==> src/rtl/pbp_pkg.sv <==
package pbp_pkg;

  typedef enum logic [1:0] {ST_IDLE, ST_FILL, ST_SEND} pbp_state_e;

  // bytes per element for a width code, limited to the bus width
  function automatic logic [7:0] elem_bytes(input logic [1:0] code, input logic [7:0] bus_bytes);
    logic [7:0] b;
    case (code)
      2'b00:   b = 8'd1;
      2'b01:   b = 8'd2;
      default: b = 8'd4;
    endcase
    if (b > bus_bytes) b = bus_bytes;
    return b;
  endfunction

  // words per read: 0 means a single plain byte read, above 3 clamps to 3
  function automatic logic [1:0] burst_words(input logic [3:0] field);
    if (field == 4'd0) return 2'd1;
    if (field > 4'd3) return 2'd3;
    return field[1:0];
  endfunction

  // lane that the k-th byte of an element occupies
  function automatic logic [7:0] byte_lane(input logic [7:0] k, input logic [7:0] bpw, input logic big);
    return big ? (bpw - 8'd1 - k) : k;
  endfunction

endpackage

==> src/rtl/pbp_cfg_reg.sv <==
module pbp_cfg_reg (
  input  logic        clk,
  input  logic        rst_n,
  input  logic        we,
  input  logic [15:0] wdata,
  output logic [1:0]  width_code,
  output logic        big_endian,
  output logic [3:0]  count_field
);
  logic unused_cfg_bits;
  assign unused_cfg_bits = ^{wdata[15:12], wdata[7:5], wdata[3:2]};

  always_ff @(posedge clk) begin
    if (!rst_n) begin
      width_code  <= 2'b00;
      big_endian  <= 1'b0;
      count_field <= 4'd0;
    end else if (we) begin
      width_code  <= wdata[1:0];
      big_endian  <= wdata[4];
      count_field <= wdata[11:8];
    end
  end
endmodule

==> src/rtl/pbp_addr_gen.sv <==
module pbp_addr_gen #(
  parameter int AW = 4
) (
  input  logic          clk,
  input  logic          rst_n,
  input  logic          load,
  input  logic [AW-1:0] start,
  input  logic          step,
  output logic [AW-1:0] addr
);
  always_ff @(posedge clk) begin
    if (!rst_n)     addr <= '0;
    else if (load)  addr <= start;
    else if (step)  addr <= addr + 1'b1;
  end
endmodule

==> src/rtl/pbp_assembler.sv <==
module pbp_assembler #(
  parameter int BUS_W = 32,
  parameter int BCW   = 3
) (
  input  logic             clk,
  input  logic             rst_n,
  input  logic             clear,
  input  logic             take,
  input  logic [BCW-1:0]   lane,
  input  logic [7:0]       din,
  output logic [BUS_W-1:0] word
);
  localparam int NLANES = BUS_W / 8;

  logic [7:0] lane_q [NLANES];

  for (genvar i = 0; i < NLANES; i++) begin : g_lane
    always_ff @(posedge clk) begin
      if (!rst_n)                             lane_q[i] <= 8'd0;
      else if (clear)                         lane_q[i] <= 8'd0;
      else if (take && lane == BCW'(i))       lane_q[i] <= din;
    end
    assign word[i*8 +: 8] = lane_q[i];
  end
endmodule

==> src/rtl/page_burst_packer.sv <==
module page_burst_packer
  import pbp_pkg::*;
#(
  parameter int BUS_W      = 32,
  parameter int PAGE_BYTES = 16
) (
  input  logic                          clk,
  input  logic                          rst_n,
  input  logic                          cfg_we,
  input  logic [15:0]                   cfg_wdata,
  input  logic                          rd_req,
  input  logic [$clog2(PAGE_BYTES)-1:0] rd_addr,
  output logic                          req_ready,
  output logic [$clog2(PAGE_BYTES)-1:0] buf_addr,
  input  logic [7:0]                    buf_data,
  output logic                          out_valid,
  input  logic                          out_ready,
  output logic [BUS_W-1:0]              out_data,
  output logic                          out_last
);
  localparam int AW        = $clog2(PAGE_BYTES);
  localparam int BUS_BYTES = BUS_W / 8;
  localparam int BCW       = $clog2(BUS_BYTES) + 1;

  logic [1:0] cfg_width;
  logic       cfg_big;
  logic [3:0] cfg_count;

  pbp_state_e     state_q;
  logic [BCW-1:0] byte_idx_q;
  logic [1:0]     word_idx_q;
  logic [BCW-1:0] snap_bpw_q;
  logic [1:0]     snap_words_q;
  logic           snap_big_q;

  // named internal events
  logic           burst_start;
  logic           byte_take;
  logic           word_fire;
  logic           fill_done;
  logic           final_word;
  logic [BCW-1:0] word_bytes;
  logic [BCW-1:0] lane;
  logic [BCW-1:0] start_bpw;

  pbp_cfg_reg u_cfg (
    .clk         (clk),
    .rst_n       (rst_n),
    .we          (cfg_we),
    .wdata       (cfg_wdata),
    .width_code  (cfg_width),
    .big_endian  (cfg_big),
    .count_field (cfg_count)
  );

  assign burst_start = (state_q == ST_IDLE) && rd_req;
  assign byte_take   = (state_q == ST_FILL);
  assign word_fire   = (state_q == ST_SEND) && out_ready;
  assign fill_done   = (byte_idx_q == snap_bpw_q - 1'b1);
  assign final_word  = (word_idx_q == snap_words_q - 2'd1);
  assign word_bytes  = snap_bpw_q;
  assign start_bpw   = (cfg_count == 4'd0) ? BCW'(1)
                                           : BCW'(elem_bytes(cfg_width, 8'(BUS_BYTES)));
  assign lane        = BCW'(byte_lane(8'(byte_idx_q), 8'(snap_bpw_q), snap_big_q));

  always_ff @(posedge clk) begin
    if (!rst_n) begin
      state_q      <= ST_IDLE;
      byte_idx_q   <= '0;
      word_idx_q   <= 2'd0;
      snap_bpw_q   <= BCW'(1);
      snap_words_q <= 2'd1;
      snap_big_q   <= 1'b0;
    end else begin
      case (state_q)
        ST_IDLE: if (burst_start) begin
          snap_bpw_q   <= start_bpw;
          snap_words_q <= burst_words(cfg_count);
          snap_big_q   <= cfg_big && (cfg_count != 4'd0);
          byte_idx_q   <= '0;
          word_idx_q   <= 2'd0;
          state_q      <= ST_FILL;
        end
        ST_FILL: begin
          byte_idx_q <= byte_idx_q + 1'b1;
          if (fill_done) state_q <= ST_SEND;
        end
        ST_SEND: if (word_fire) begin
          if (final_word) state_q <= ST_IDLE;
          else begin
            state_q    <= ST_FILL;
            word_idx_q <= word_idx_q + 2'd1;
            byte_idx_q <= '0;
          end
        end
        default: state_q <= ST_IDLE;
      endcase
    end
  end

  pbp_addr_gen #(.AW(AW)) u_addr (
    .clk   (clk),
    .rst_n (rst_n),
    .load  (burst_start),
    .start (rd_addr),
    .step  (byte_take),
    .addr  (buf_addr)
  );

  pbp_assembler #(.BUS_W(BUS_W), .BCW(BCW)) u_asm (
    .clk   (clk),
    .rst_n (rst_n),
    .clear (burst_start || word_fire),
    .take  (byte_take),
    .lane  (lane),
    .din   (buf_data),
    .word  (out_data)
  );

  assign req_ready = (state_q == ST_IDLE);
  assign out_valid = (state_q == ST_SEND);
  assign out_last  = out_valid && final_word;
endmodule

==> config.mk <==
export PLATFORM = sky130hd
export DESIGN_NAME = page_burst_packer
export DESIGN_NICKNAME = d
export VERILOG_FILES = /design/src/rtl/pbp_pkg.sv /design/src/rtl/pbp_cfg_reg.sv /design/src/rtl/pbp_addr_gen.sv /design/src/rtl/pbp_assembler.sv /design/src/rtl/page_burst_packer.sv
export SDC_FILE = /design/constraint.sdc
export NUM_CORES = 1
export LEC_CHECK = 0
export ABC_AREA = 1
export ABC_CLOCK_PERIOD_IN_PS = 3450
export BUFFER_PORTS_ARGS = -buffer_cell sky130_fd_sc_hd__buf_4
export CORE_AREA = 3 3 76 78
export DETAILED_ROUTE_END_ITERATION = 10
export DIE_AREA = 0 0 79 81
export HOLD_SLACK_MARGIN = 0.02
export MAX_ROUTING_LAYER = met4
export PLACE_DENSITY = 0.77
export SETUP_SLACK_MARGIN = 0.3
export SYNTH_ARGS = -nofsm -noshare
export SYNTH_HDL_FRONTEND = slang
export SYNTH_SLANG_ARGS = --single-unit
==> constraint.sdc <==
create_clock -name clk -period 3.45 [get_ports clk]
set_clock_uncertainty 0.15 [all_clocks]
set_input_delay 0.1725 -clock clk [delete_from_list [all_inputs] [get_ports clk]]
set_output_delay 0.1725 -clock clk [all_outputs]
set_load 0.02 [all_outputs]
## After elaboration in Yosys (flattened, before gate mapping)

Memory sizes are Yosys's and may differ from the RTL's.
Index checks and enable logic that the tools add are counted.

| word-level totals | value |
|---|---|
| output and inout bits | 39 |
| bits in writable memories | 32 |
| register bits | 24 |
| memories | 1 |

Memories:

| name | words | bits a word | read ports | clocked after Yosys merged registers in | wr ports | line | RTL |
|---|---|---|---|---|---|---|---|
| u_asm.lane_q | 4 | 8 | 4 | 0 | 4 | pbp_assembler.sv:15 | `logic [7:0] lane_q [NLANES];` |

| operators by class | value |
|---|---|
| mux-type cells | 60 |
| $add $sub $neg | 7 |
| equal/unequal tests | 12 |
| reductions and logical operators | 21 |
| bitwise logic cells | 8 |
| $lt $le $gt $ge | 2 |

Operators with widths:

| cell | number |
|---|---|
| 2-to-1 mux 8 bit | 8 |
| 2-to-1 mux 1 bit | 30 |
| 2-to-1 mux 2 bit | 10 |
| 2-to-1 mux 3 bit | 6 |
| one-hot mux 3 bit (3 select lines) | 1 |
| > comparator 8 x 3 -> 1 bit (second input constant) | 1 |
| logical AND 1 bit | 8 |
| 2-to-1 mux 4 bit | 2 |
| OR 1 bit | 8 |
| AND reduction 4 bit | 2 |
| equality test 3 x 2 -> 1 bit (second input constant) | 2 |
| one-hot mux 2 bit (3 select lines) | 1 |
| one-hot mux 3 bit (2 select lines) | 1 |
| subtractor 3 x 1 -> 3 bit (second input constant) | 2 |
| adder 4 x 1 -> 4 bit (second input constant) | 1 |
| equality test 2 x 1 -> 1 bit (second input constant) | 2 |
| > comparator 4 x 2 -> 1 bit (second input constant) | 1 |
| zero test 2 bit | 2 |
| zero test 4 bit | 1 |
| inequality test 2 x 1 -> 1 bit (second input constant) | 2 |
| inequality test 2 bit (second input constant) | 2 |
| one-hot mux 2 bit (2 select lines) | 1 |
| nonzero test 2 bit | 2 |
| nonzero test 4 bit | 1 |
| other kinds (13) | 13 |

## Longest topological paths before layout

Gate-level depths: netlist (run 1).

| logic depth | value |
|---|---|
| depth after elaboration | 11 |
| mapped depth | 11 |
| gate-level depth less buffers | 10 |

## By module

A second synthesis (run 1) with hierarchy kept.

| second synthesis, totals | value |
|---|---|
| cells, all modules | 296 |
| area total of the unflattened synthesis | 2733.9 um2 |

By module, submodules not included:

| module | area an instance (um2) | sequential area each (um2) | cells an instance | instances |
|---|---|---|---|---|
| pbp_assembler | 1411.4 | 960.9 | 93 | 1 |
| page_burst_packer | 805.8 | 260.2 | 125 | 1 |
| pbp_cfg_reg | 282.8 | 140.1 | 43 | 1 |
| pbp_addr_gen | 234.0 | 80.1 | 35 | 1 |

## Worst setup path after synthesis (run 1)

Ideal clock, no wire load.

| timing path | value |
|---|---|
| path type | register to register |
| start | register byte_idx_q[0] |
| end | memory u_asm.lane_q[0][0], enable pin |
| clock period less this slack | 2.650 ns |
| setup slack | 0.800 ns |
| arrival time | 2.116 ns |
| buffers on the path | 0 |
| data required time | 2.916 ns |
| stages on the path, launching flop included | 10 |
| cell sequence | dfxtp_1 > inv_1 > ha_1 > fa_1 > nand2_1 > nand3_1 > xnor2_1 > inv_1 > nand2_2 > o21ai_0 |

RTL lines:

| element | line | RTL |
|---|---|---|
| start, declared | page_burst_packer.sv:30 | `logic [BCW-1:0] byte_idx_q;` |
| start signal, assigned | page_burst_packer.sv:85 | `byte_idx_q <= byte_idx_q + 1'b1;` |
| end, declared | pbp_assembler.sv:15 |  |

==> metrics.md, run 1 <==
| Metric | Value |
|---|---|
| Outcome | complete, no violations |
| DRC violations left | 0 |
| HP Class | input port to flip-flop |
| Layout cell share with drive strength beyond 1 | 0.321 |
| Core box area | 5140 um^2 |
| Clk pin slew, worst setup/hold paths | roughly 0.090 ns |
| Clock root buffer | clkbuf_8 |
| Total Power | between 1.5 and 2 mW |
| First drt pass iteration count | 4 |
| PD cells | 481 nW/um^2 |
| Max-slew violations | 0 |
| GRT Util Overall | 0.170 |
| Leakage | between 1 and 1.5 nW |
| Port bufs | 62 |
| Routed via count | a little over 2,000 |
| Most used cell, CP | inv_1 |
| Endpoints failing hold | 0 |
| Most common cell in the netlist | nand2_1 |
| Initial antenna violation count | 0 |
| GPL Wtd Cong | 0.820 |
| DR vias/cell | around 4.9 |
| Largest area contributor in the netlist | edfxtp_1 |
| Io pins | 72 |
| FILL cells | 432 |
| #FFs+latches synth | 56 |
| Max-capacitance violation count | 0 |
| Die height | slightly above 80 um |
| Tcrit/Tclk final | 0.743 |
| Endpoints failing setup | 0 |
| YS warnings | 0 |
| CP max stage delay | ~0.38 ns |
| TritonCTS clock tree | done |
| CP arrival | approximately 2.4 ns |
| Top-area cell type share of the netlist area | 0.366 |
| Asr flop ratio synth | 0 |
| Post-Route WL | around 5.1 mm |
| Final setup TNS | 0 ns |
| Final ANT Viol Nets | 0 |
| Final setup margin | just under 0.9 ns |
| Initial Util | 0.511 |
| Die ar. | 6400 um^2 |
| Number of cells after detailed placement | 393 |
| CP Cell Sequence | inv_1, ha_1, fa_1, nand2_1, nand3_1, xnor2_1, inv_1, nand2_2, o21ai_0, buf_4 |
| Top delay family on crit path | adder cells |
| Dpl ws | 0.879 ns |
| Element type at the critical path start | flip-flop |
| Max clock buf depth | 2 |
| Wire per inst | between 10 and 15 um |
| Vias in the first global route | 1,870 |
| Peak VDD IR | 0.000269 V |
| Mean Syn Cell Area | 9.94 um^2 |
| CP Class | flip-flop to flip-flop |
| First-pass GRT wire length | 8.34 mm |
| Fmax | between 300 and 400 MHz |
| Slowest-stage cell, CP | fa_1 |
| ANT cells | 0 |
| WP data required | around 3.3 ns |
| PostCTS Resize Cnt | 0 |
| Num rows | 26 |
| 1st-iter DRT viols | 87 |
| Crit path buffers/inverters | 3 |
| Fin nets | 380 |
| CP Max Fanout | 18 |
| Synth cell count leaders | nand2_1, edfxtp_1, inv_1 |
| Die width | 79 um |
| Worst slew margin | 0.707 |
| Number of synthesized flops with an enable pin | 32 |
| Largest net degree at the start of global routing | 19 |
| Fin crit period | ~2.6 ns |
| Seq/Total Area, Yosys | 0.549 |
| Clk sink count | 56 |
| Worst-Skew Late Latency | 0.31 ns |
| Global route overflow | 0 |
| Worst-Margin Slew | 0.437 ns |
| Prevailing post-synth register cell | edfxtp_1 |
| CTS buffer count | 5 |
| Dpl hpwl | roughly 3.8 mm |
| Synthesized net count | between 300 and 400 |
| Final core occ | 0.653 |
| Synthesized area | 2630 um^2 |
| Area growth syn-to-layout | 27.9% |
| Synth unique cells | 34 |
| Post-Syn Instances | approximately 260 |
| Top cells by area, synth | edfxtp_1, dfxtp_1, nor3_2 |
| RSZ-0062 raised after global routing | no |
| CP Capture Type | flip-flop |
| H-tree lvl count | 2 |
| Final cell count without fillers | 413 |
==> path summary, 6_finish.rpt <==
| kind | depth (start not counted) | slack [ns] | end | start |
|---|---|---|---|---|
| hold reg to reg | 2 | 0.33 | u_cfg.count_field[1] | u_cfg.count_field[1] |
| setup / recovery | 10 | 0.89 | u_asm.lane_q[3][5] | byte_idx_q[0] |
| hold / removal | 3 | 0.03 | u_cfg.width_code[1] | cfg_wdata[1] |
| setup reg to reg | 10 | 0.89 | u_asm.lane_q[3][5] | byte_idx_q[0] |
==> cell families (layout without fill, tap and decap cells) <==
| group | count (synthesis) | after routing | synth area share |
|---|---|---|---|
| AO/OA/AOI/OAI | 37 | 37 | 0.0767 |
| AND/OR/NAND/NOR | 118 | 118 | 0.259 |
| buffers and inverters | 43 | 122 | 0.0720 |
| XOR/XNOR | 5 | 5 | 0.0167 |
| flip-flops | 56 | 56 | 0.549 |
| adder cells (fa/ha/maj) | 5 | 5 | 0.0267 |
==> report_power, final <==
| group | internal [mW] | switching (mW) |
|---|---|---|
| clock network | 0.142 | 0.206 |
| registers | 0.783 | 0.0363 |
| logic | 0.171 | 0.278 |
==> layer usage <==
metal  up-vias  GRT usage  share of wire
li1       1040          -              -
met1       918      0.196           0.43
met2        67      0.305           0.50
met3         4     0.0355          0.061
met4         0     0.0412         0.0078
met5         -          -              0
==> state kept, by name (all words and copies together) (netlist names) <==
signal	count
u_asm.lane_q	32
u_cfg.count_field	4
snap_big_q	1
snap_bpw_q	3
u_addr.addr	4
snap_words_q	2
byte_idx_q	3
u_cfg.width_code	2
state_q	2
word_idx_q	2
u_cfg.big_endian	1
==> repair_timing <==
item                      4_1_cts  5_1_grt
hold buffers                   12        0
setup buffers                   0        0
hold endpoints to repair        7        0
==> cell type report <==
cell class              count  area (um^2)  area share
clock buffers               6         72.6      0.0216
clock inverters             2         12.5     0.00373
inverters                  37          141      0.0421
multi-input cells         165          995       0.296
flip-flops and latches     56         1440       0.429
well taps                  70         87.6      0.0261
repair buffers             77          608       0.181
==> cell usage in the layout (no fill, tap or decap), types with 2 or more instances in the layout <==
| master | instances |
|---|---|
| buf_4 | 65 |
| nor2_1 | 21 |
| nor3_2 | 20 |
| o211ai_1 | 2 |
| nor3_1 | 13 |
| o21ai_0 | 18 |
| inv_1 | 32 |
| dlygate4sd3_1 | 12 |
| or2_2 | 2 |
| inv_2 | 3 |
| nand3_1 | 10 |
| nand2_4 | 2 |
| clkbuf_8 | 5 |
| nor2_4 | 2 |
| nor2_2 | 3 |
| edfxtp_1 | 32 |
| ha_1 | 4 |
| dfxtp_1 | 24 |
| xnor2_1 | 5 |
| nand2_1 | 39 |
| nand4_1 | 2 |
| nand2_2 | 2 |
| a21oi_1 | 12 |
==> tightest hold or removal path: cells and delay by family <==
kind / cells / cell delay, ns
compound gates: 2 / 0.20
buf+inv: 1 / 0.08
==> through the flow <==
step,area (um^2),hold slack (ns)
after floorplan,2630,0.157
after global placement,3150,0.244
after detailed placement,3150,0.252
after CTS,3360,0.0265
after global routing,3360,0.0382
final,3360,0.0253
No activity file was read; power rests on OpenSTA's default activity.
==> run 2, diff against run 1 <==
--- a/config.mk
+++ b/config.mk
@@ -6,7 +6,7 @@
 export NUM_CORES = 1
 export LEC_CHECK = 0
 export ABC_AREA = 1
-export ABC_CLOCK_PERIOD_IN_PS = 3450
+export ABC_CLOCK_PERIOD_IN_PS = 2500
 export BUFFER_PORTS_ARGS = -buffer_cell sky130_fd_sc_hd__buf_4
 export CORE_AREA = 3 3 76 78
 export DETAILED_ROUTE_END_ITERATION = 10
==> constraint.sdc (replaced) <==
create_clock -name clk -period 2.5 [get_ports clk]
set_clock_uncertainty 0.15 [all_clocks]
set_input_delay 0.125 -clock clk [delete_from_list [all_inputs] [get_ports clk]]
set_output_delay 0.125 -clock clk [all_outputs]
set_load 0.02 [all_outputs]
==> run 2 against run 1 <==
Effect of this change:
- sequential share of layout area is 2.8 points lower
- first-iteration DRC count is 3.4% higher
- setup slack worse by 0.52 ns
- clock power is 65% higher
- wire length is 6.7% higher
- combinational power is 54% higher
- clock-buffer cell count is 1 lower
- die area stayed put
- power is 48% higher
- flip-flop and latch count stayed put
- sequential power is 38% higher
- cell count is 3.1% higher
==> metrics.md, run 2 (synthesized netlist as in run 1, its figures left out) <==
| Metric | Value |
|---|---|
| Layout cell share with drive strength beyond 1 | 0.371 (was 0.321) |
| Reg area | 1440 um^2 (about the same) |
| Multi-input gate area | 1080 um^2 (was 995 um^2) |
| Most common cell after layout, fill and taps aside | buf_4 (unchanged) |
| CP arrival | 2.03 ns (was 2.44 ns) |
| Die width | 79 um (unchanged) |
| GPL Wtd Cong | 0.855 (was 0.820) |
| Worst-Skew Late Latency | 0.30 ns (was 0.31 ns) |
| Die height | 81 um (unchanged) |
| HP Class | input port to flip-flop (unchanged) |
| Core box area | 5140 um^2 (unchanged) |
| RSZ-0062 raised after global routing | yes (was no) |
| CP Capture Type | flip-flop (unchanged) |
| Initial antenna violation count | 0 (unchanged) |
| Peak VDD IR | 0.000368 V (was 0.000269 V) |
| WP data required | 2.40 ns (was 3.33 ns) |
| Max reg flops | 32 (unchanged) |
| Fmax | 469 MHz (was 390 MHz) |
| Sequential power share | 0.473 (was 0.507) |
| Largest regs | u_asm.lane_q (32), u_addr.addr (4), u_cfg.count_field (4) (unchanged) |
| Dpl hpwl | 3.95 mm (was 3.80 mm) |
| Area after DPL | 3190 um^2 (was 3150 um^2) |
| Clock root buffer | clkbuf_8 (unchanged) |
| CTS buffer count | 5 (unchanged) |
| Clk pin slew, worst setup/hold paths | 0.10 ns (was 0.09 ns) |
| Vias in the first global route | 2,000 (was 1,870) |
| Logic pwr share | 0.288 (was 0.278) |
| Outcome | complete, no violations (unchanged) |
| First-pass GRT wire length | 8.83 mm (was 8.34 mm) |
| Most frequent cells in the layout | buf_4, nand2_1, edfxtp_1 (was buf_4, nand2_1, inv_1, edfxtp_1, dfxtp_1) |
| Fin nets | 393 (was 380) |
| 1st-iter DRT viols | 90 (was 87) |
| H-tree lvl count | 2 (unchanged) |
| Gr busiest metal | met2 (unchanged) |
| Routed via count | 2,142 (was 2,029) |
| CP Class | flip-flop to flip-flop (unchanged) |
| Die ar. | 6400 um^2 (unchanged) |
| CP Max Fanout | 13 (was 18) |
| Max clock buf depth | 2 (unchanged) |
| Leakage | 1.52 nW (was 1.43 nW) |
| R2R setup slack | 0.37 ns (was 0.89 ns) |
| GRT Util Overall | 0.178 (was 0.170) |
| Clk sink count | 56 (unchanged) |
| DR vias/cell | 5.03 (was 4.91) |
| Fin crit period | 2.13 ns (was 2.56 ns) |
| M2 GR Usage | 0.327 (was 0.305) |
| First drt pass iteration count | 4 (unchanged) |
| Final setup TNS | 0 ns (unchanged) |
| Endpoints failing setup | 0 (unchanged) |
| Clock share of power | 0.239 (was 0.215) |
| TritonCTS clock tree | done (unchanged) |
| Port bufs | 62 (unchanged) |
| Worst-Margin Slew | 0.426 ns (was 0.437 ns) |
| Largest net degree at the start of global routing | 18 (was 19) |
| Num rows | 26 (unchanged) |
| Initial Util | 0.511 (unchanged) |
| ANT cells | 0 (unchanged) |
| Net Switching | 0.742 mW (was 0.521 mW) |
| FILL cells | 392 (was 432) |
| Met1 Usage GRT | 0.197 (was 0.196) |
| Final ANT Viol Nets | 0 (unchanged) |
| Switching Fraction | 0.310 (was 0.322) |
| Io pins | 72 (unchanged) |
| Area growth syn-to-layout | 36.9% (was 27.9%) |
| Worst slew margin | 0.713 (was 0.707) |
| Hold_ws | 0.0655 ns (was 0.0253 ns) |
| Int Pwr | 1.65 mW (was 1.10 mW) |
| Max-capacitance violation count | 0 (unchanged) |
| PD cells | 667 nW/um^2 (was 481 nW/um^2) |
| Wire per inst | 12.9 um (was 12.5 um) |
| Final Cell Area | 3590 um^2 (was 3360 um^2) |
| Global route overflow | 0 (unchanged) |
| Global routing usage on met3 | 0.0299 (was 0.0355) |
| Post-Route WL | 5.49 mm (was 5.15 mm) |
| DRC violations left | 0 (unchanged) |
| Number of cells after detailed placement | 395 (was 393) |
| Tcrit/Tclk final | 0.853 (was 0.743) |
| Final cell count without fillers | 426 (was 413) |
| Largest Register | u_asm.lane_q (unchanged) |
| Max-slew violations | 0 (unchanged) |
| Element type at the critical path start | flip-flop (unchanged) |
| Endpoints failing hold | 0 (unchanged) |
## run 2: cell types whose count changed in the layout (fill, tap and decap cells not counted), moves of 2 or more
cell / before / now
buf_4: 65 / 69
o21ai_0: 18 / 15
dlygate4sd3_1: 12 / 19
dfxtp_1: 24 / 22
inv_2: 3 / 5
nand2_1: 39 / 37
buf_6: 0 / 2
dfxtp_2: 0 / 2
inv_1: 32 / 30
o21ai_4: 0 / 3
## run 2: final cells by class
class / count / share of cell area
tap: 70 / 0.0244
timing repair buffer: 90 / 0.203
clock inverter: 3 / 0.0118
sequential: 56 / 0.402
inverter: 37 / 0.0393
multi-input combinational: 165 / 0.300
clock buffer: 5 / 0.0191
## run 2: routing by layer
metal / vias up / wire, um
li1: 1062 / -
met1: 1000 / 2190
met2: 71 / 2860
met3: 9 / 317
met4: 0 / 125
met5: - / 0
## run 2: through the flow
step	util	power, mW	setup WS, ns
floorplan	-	1.55	0.239
global placement	0.620	1.76	0.176
detailed placement	0.620	1.77	0.114
CTS	0.690	2.39	0.303
global route	0.699	2.51	0.284
finish	0.699	2.40	0.369
## run 2: worst paths after layout
check | start | endpoint | depth (start not counted)
worst max-delay path | byte_idx_q[0] | u_asm.lane_q[3][7] | 11
worst min-delay path | cfg_we | u_cfg.width_code[1] | 3
worst max register to register | byte_idx_q[0] | u_asm.lane_q[3][7] | 11
worst min register to register | snap_words_q[0] | snap_words_q[0] | 2
## run 2: power by group through the flow
stage | Clock (mW) | Sequential (mW) | Combinational (mW)
finish | 0.574 | 1.13 | 0.690
global route | 0.616 | 1.14 | 0.752
CTS | 0.584 | 1.13 | 0.674
detailed placement | 0 | 1.15 | 0.620
global placement | 0 | 1.15 | 0.611
floorplan | 0 | 1.24 | 0.308
## run 2: repair_timing
item / CTS / global route
hold buffers: 19 / 0
gates resized for setup: 9 / 10
setup endpoints to repair: 64 / 62
buffers inserted: 3 / 1
endpoints found under the hold margin: 12 / 0
pin swaps: 4 / 8
## run 2: critical path, cell delays in order, from the launching register on
cell and delay (ns):
dfxtp_2 0.35, inv_2 0.05, ha_4 0.15, fa_2 0.36, inv_1 0.06, nand2_1 0.06
nand3_2 0.09, xnor2_2 0.12, inv_2 0.08, nand2_4 0.09, buf_4 0.24, nor3_1 0.08
==> run 3, diff against run 2 <==
--- a/config.mk
+++ b/config.mk
@@ -14,6 +14,7 @@
 export HOLD_SLACK_MARGIN = 0.02
 export MAX_ROUTING_LAYER = met4
 export PLACE_DENSITY = 0.77
+export RECOVER_POWER = 25
 export SETUP_SLACK_MARGIN = 0.3
 export SYNTH_ARGS = -nofsm -noshare
 export SYNTH_HDL_FRONTEND = slang
==> run 3 against run 2 <==
Effect of this change:
- setup slack improved by 0.0016 ns
- power decreased by 2.1%
- sequential share of layout area increased by 1.3 points
- worst hold slack got worse by 0.0020 ns
- clock-buffer cell count unchanged
- fmax about the same
- combinational power decreased by 7.1%
- via count decreased by 0.84%
- wire length increased by 0.84%
- die area unchanged
- highest routed layer unchanged
==> metrics.md, run 3 (synthesized netlist as in run 1, its figures left out) <==
| Metric | Value |
|---|---|
| Largest regs | u_asm.lane_q (32), u_addr.addr (4), u_cfg.count_field (4) (unchanged) |
| WHS Path Cells | 3 (unchanged) |
| Worst hold start | cfg_we (unchanged) |
| Largest net degree at the start of global routing | 18 (unchanged) |
| PD cells | 675 nW/um^2 (was 667 nW/um^2) |
| DR vias/cell | 4.99 (was 5.03) |
| First-pass GRT wire length | 8.83 mm (unchanged) |
| Max clock buf depth | 2 (unchanged) |
| Reg area | 1440 um^2 (unchanged) |
| H-tree lvl count | 2 (unchanged) |
| Worst Hold Path EP | u_cfg.width_code[1] (unchanged) |
| Sequential power share | 0.482 (was 0.473) |
| Area growth syn-to-layout | 32.5% (was 36.9%) |
| Max-slew violations | 0 (unchanged) |
| CP Capture Type | flip-flop (unchanged) |
| GPL Wtd Cong | 0.855 (unchanged) |
| Global route overflow | 0 (unchanged) |
| Leakage | 1.40 nW (was 1.52 nW) |
| Post-Route WL | 5.54 mm (was 5.49 mm) |
| Final ANT Viol Nets | 0 (unchanged) |
| Max-capacitance violation count | 0 (unchanged) |
| Largest Register | u_asm.lane_q (unchanged) |
| ANT cells | 0 (unchanged) |
| Endpoints failing hold | 0 (unchanged) |
| CP Max Fanout | 13 (unchanged) |
| Element type at the critical path start | flip-flop (unchanged) |
| Routed via count | 2,124 (was 2,142) |
| Worst slew margin | 0.713 (about the same) |
| Int Pwr | 1.60 mW (was 1.65 mW) |
| Clk sink count | 56 (unchanged) |
| Multi-input gate area | 1080 um^2 (unchanged) |
| First drt pass iteration count | 4 (unchanged) |
| Initial Util | 0.511 (unchanged) |
| Clock share of power | 0.244 (was 0.239) |
| Reg-to-Reg Start | byte_idx_q[0] (unchanged) |
| Port bufs | 62 (unchanged) |
| Logic pwr share | 0.273 (was 0.288) |
| HP Class | input port to flip-flop (unchanged) |
| Dpl hpwl | 3.95 mm (unchanged) |
| Fin crit period | 2.13 ns (about the same) |
| Vias in the first global route | 2,000 (unchanged) |
| Worst-Skew Late Latency | 0.30 ns (about the same) |
| TritonCTS clock tree | done (unchanged) |
| R2R depth | 11 (unchanged) |
| RSZ-0062 raised after global routing | yes (unchanged) |
| Die height | 81 um (unchanged) |
| DRC violations left | 0 (unchanged) |
| Total Power | 2.35 mW (was 2.40 mW) |
| CTS buffer count | 5 (unchanged) |
| Tcrit/Tclk final | 0.852 (was 0.853) |
| Die width | 79 um (unchanged) |
| Net Switching | 0.742 mW (about the same) |
| FILL cells | 429 (was 392) |
| Clk pin slew, worst setup/hold paths | 0.10 ns (about the same) |
| GRT Util Overall | 0.178 (unchanged) |
| Wire per inst | 13.0 um (was 12.9 um) |
| CP Class | flip-flop to flip-flop (unchanged) |
| Most frequent cells in the layout | buf_4, nand2_1, edfxtp_1 (unchanged) |
| Layout cell share with drive strength beyond 1 | 0.284 (was 0.371) |
| WP data required | 2.40 ns (about the same) |
| Worst-Margin Slew | 0.426 ns (about the same) |
| Fin nets | 393 (unchanged) |
| Clock root buffer | clkbuf_8 (unchanged) |
| R2r endpoint | u_asm.lane_q[3][7] (unchanged) |
| Die ar. | 6400 um^2 (unchanged) |
| Initial antenna violation count | 0 (unchanged) |
| Endpoints failing setup | 0 (unchanged) |
| Switching Fraction | 0.316 (was 0.310) |
| Final setup TNS | 0 ns (unchanged) |
| CP arrival | 2.03 ns (about the same) |
| Peak VDD IR | 0.000367 V (was 0.000368 V) |
| Core box area | 5140 um^2 (unchanged) |
| 1st-iter DRT viols | 75 (was 90) |
| Outcome | complete, no violations (unchanged) |
| Fmax | 470 MHz (was 469 MHz) |
| R2R setup slack | 0.37 ns (about the same) |
| Most common cell after layout, fill and taps aside | buf_4 (unchanged) |
| Max reg flops | 32 (unchanged) |
| Io pins | 72 (unchanged) |
| Num rows | 26 (unchanged) |
## run 3: changes by cell type in the layout (fill, tap and decap cells not counted), sizes merged
| cell | change |
|---|---|
| clkbuf | +31 |
| buf | -31 |
## run 3: critical path, cell delays in order, from the launching register on
cell and delay, ns:
dfxtp_2 0.35, inv_2 0.05, ha_4 0.15, fa_2 0.36, inv_1 0.06, nand2_1 0.06
nand3_2 0.09, xnor2_2 0.12, inv_2 0.08, nand2_4 0.09, buf_4 0.24, nor3_1 0.08
## run 3: area by class of cell
class | count | share of cell area
Timing Repair Buffer | 90 | 0.177
Clock inverter | 3 | 0.0122
Sequential cell | 56 | 0.415
Multi-Input combinational cell | 165 | 0.310
Tap cell | 70 | 0.0252
Inverter | 37 | 0.0406
Clock buffer | 5 | 0.0198
## run 3: worst max path at each step
stage                              from  slack (ns)  cells past startpoint                  to
after floorplan           byte_idx_q[0]        0.24                      9  u_asm.lane_q[0][0]
final                     byte_idx_q[0]        0.37                     11  u_asm.lane_q[3][7]
after global placement    byte_idx_q[0]        0.18                      6  u_asm.lane_q[0][2]
after detailed placement  byte_idx_q[0]        0.11                      6  u_asm.lane_q[0][1]
after global routing      byte_idx_q[0]        0.28                      9  u_asm.lane_q[3][0]
after CTS                 byte_idx_q[1]        0.30                      8  u_asm.lane_q[0][0]
## run 3: metal layers
| layer | routed length, um | vias up | global-route usage | part of all wire |
|---|---|---|---|---|
| li1 | - | 1062 | - | - |
| met1 | 2260 | 990 | 0.197 | 0.41 |
| met2 | 2830 | 63 | 0.327 | 0.51 |
| met3 | 323 | 9 | 0.0299 | 0.058 |
| met4 | 125 | 0 | 0.0619 | 0.023 |
| met5 | 0 | - | - | 0 |
## run 3: stage by stage
step / instances / area (um^2) / hold slack [ns] / setup slack [ns] / utilization
after floorplan: 264 / 2640 / 0.110 / 0.239 / -
after global placement: 395 / 3190 / 0.197 / 0.176 / 0.620
after detailed placement: 395 / 3190 / 0.203 / 0.114 / 0.620
after CTS: 425 / 3550 / 0.0479 / 0.303 / 0.690
after global routing: 426 / 3480 / 0.0702 / 0.284 / 0.677
final: 426 / 3480 / 0.0635 / 0.370 / 0.677
## run 3: power groups by stage
| stage | Sequential, mW | Clock [mW] | Combinational [mW] |
|---|---|---|---|
| after floorplan | 1.24 | 0 | 0.308 |
| after global placement | 1.15 | 0 | 0.611 |
| after detailed placement | 1.15 | 0 | 0.620 |
| after CTS | 1.13 | 0.584 | 0.674 |
| after global routing | 1.14 | 0.616 | 0.703 |
| final | 1.13 | 0.574 | 0.641 |
## run 3: what timing repair did
item | in CTS | in global routing
gates resized for setup | 9 | 10
pin swaps | 4 | 8
endpoints found under the setup margin | 64 | 62
buffers inserted | 3 | 1
hold endpoints to repair | 12 | 0
hold buffers | 19 | 0
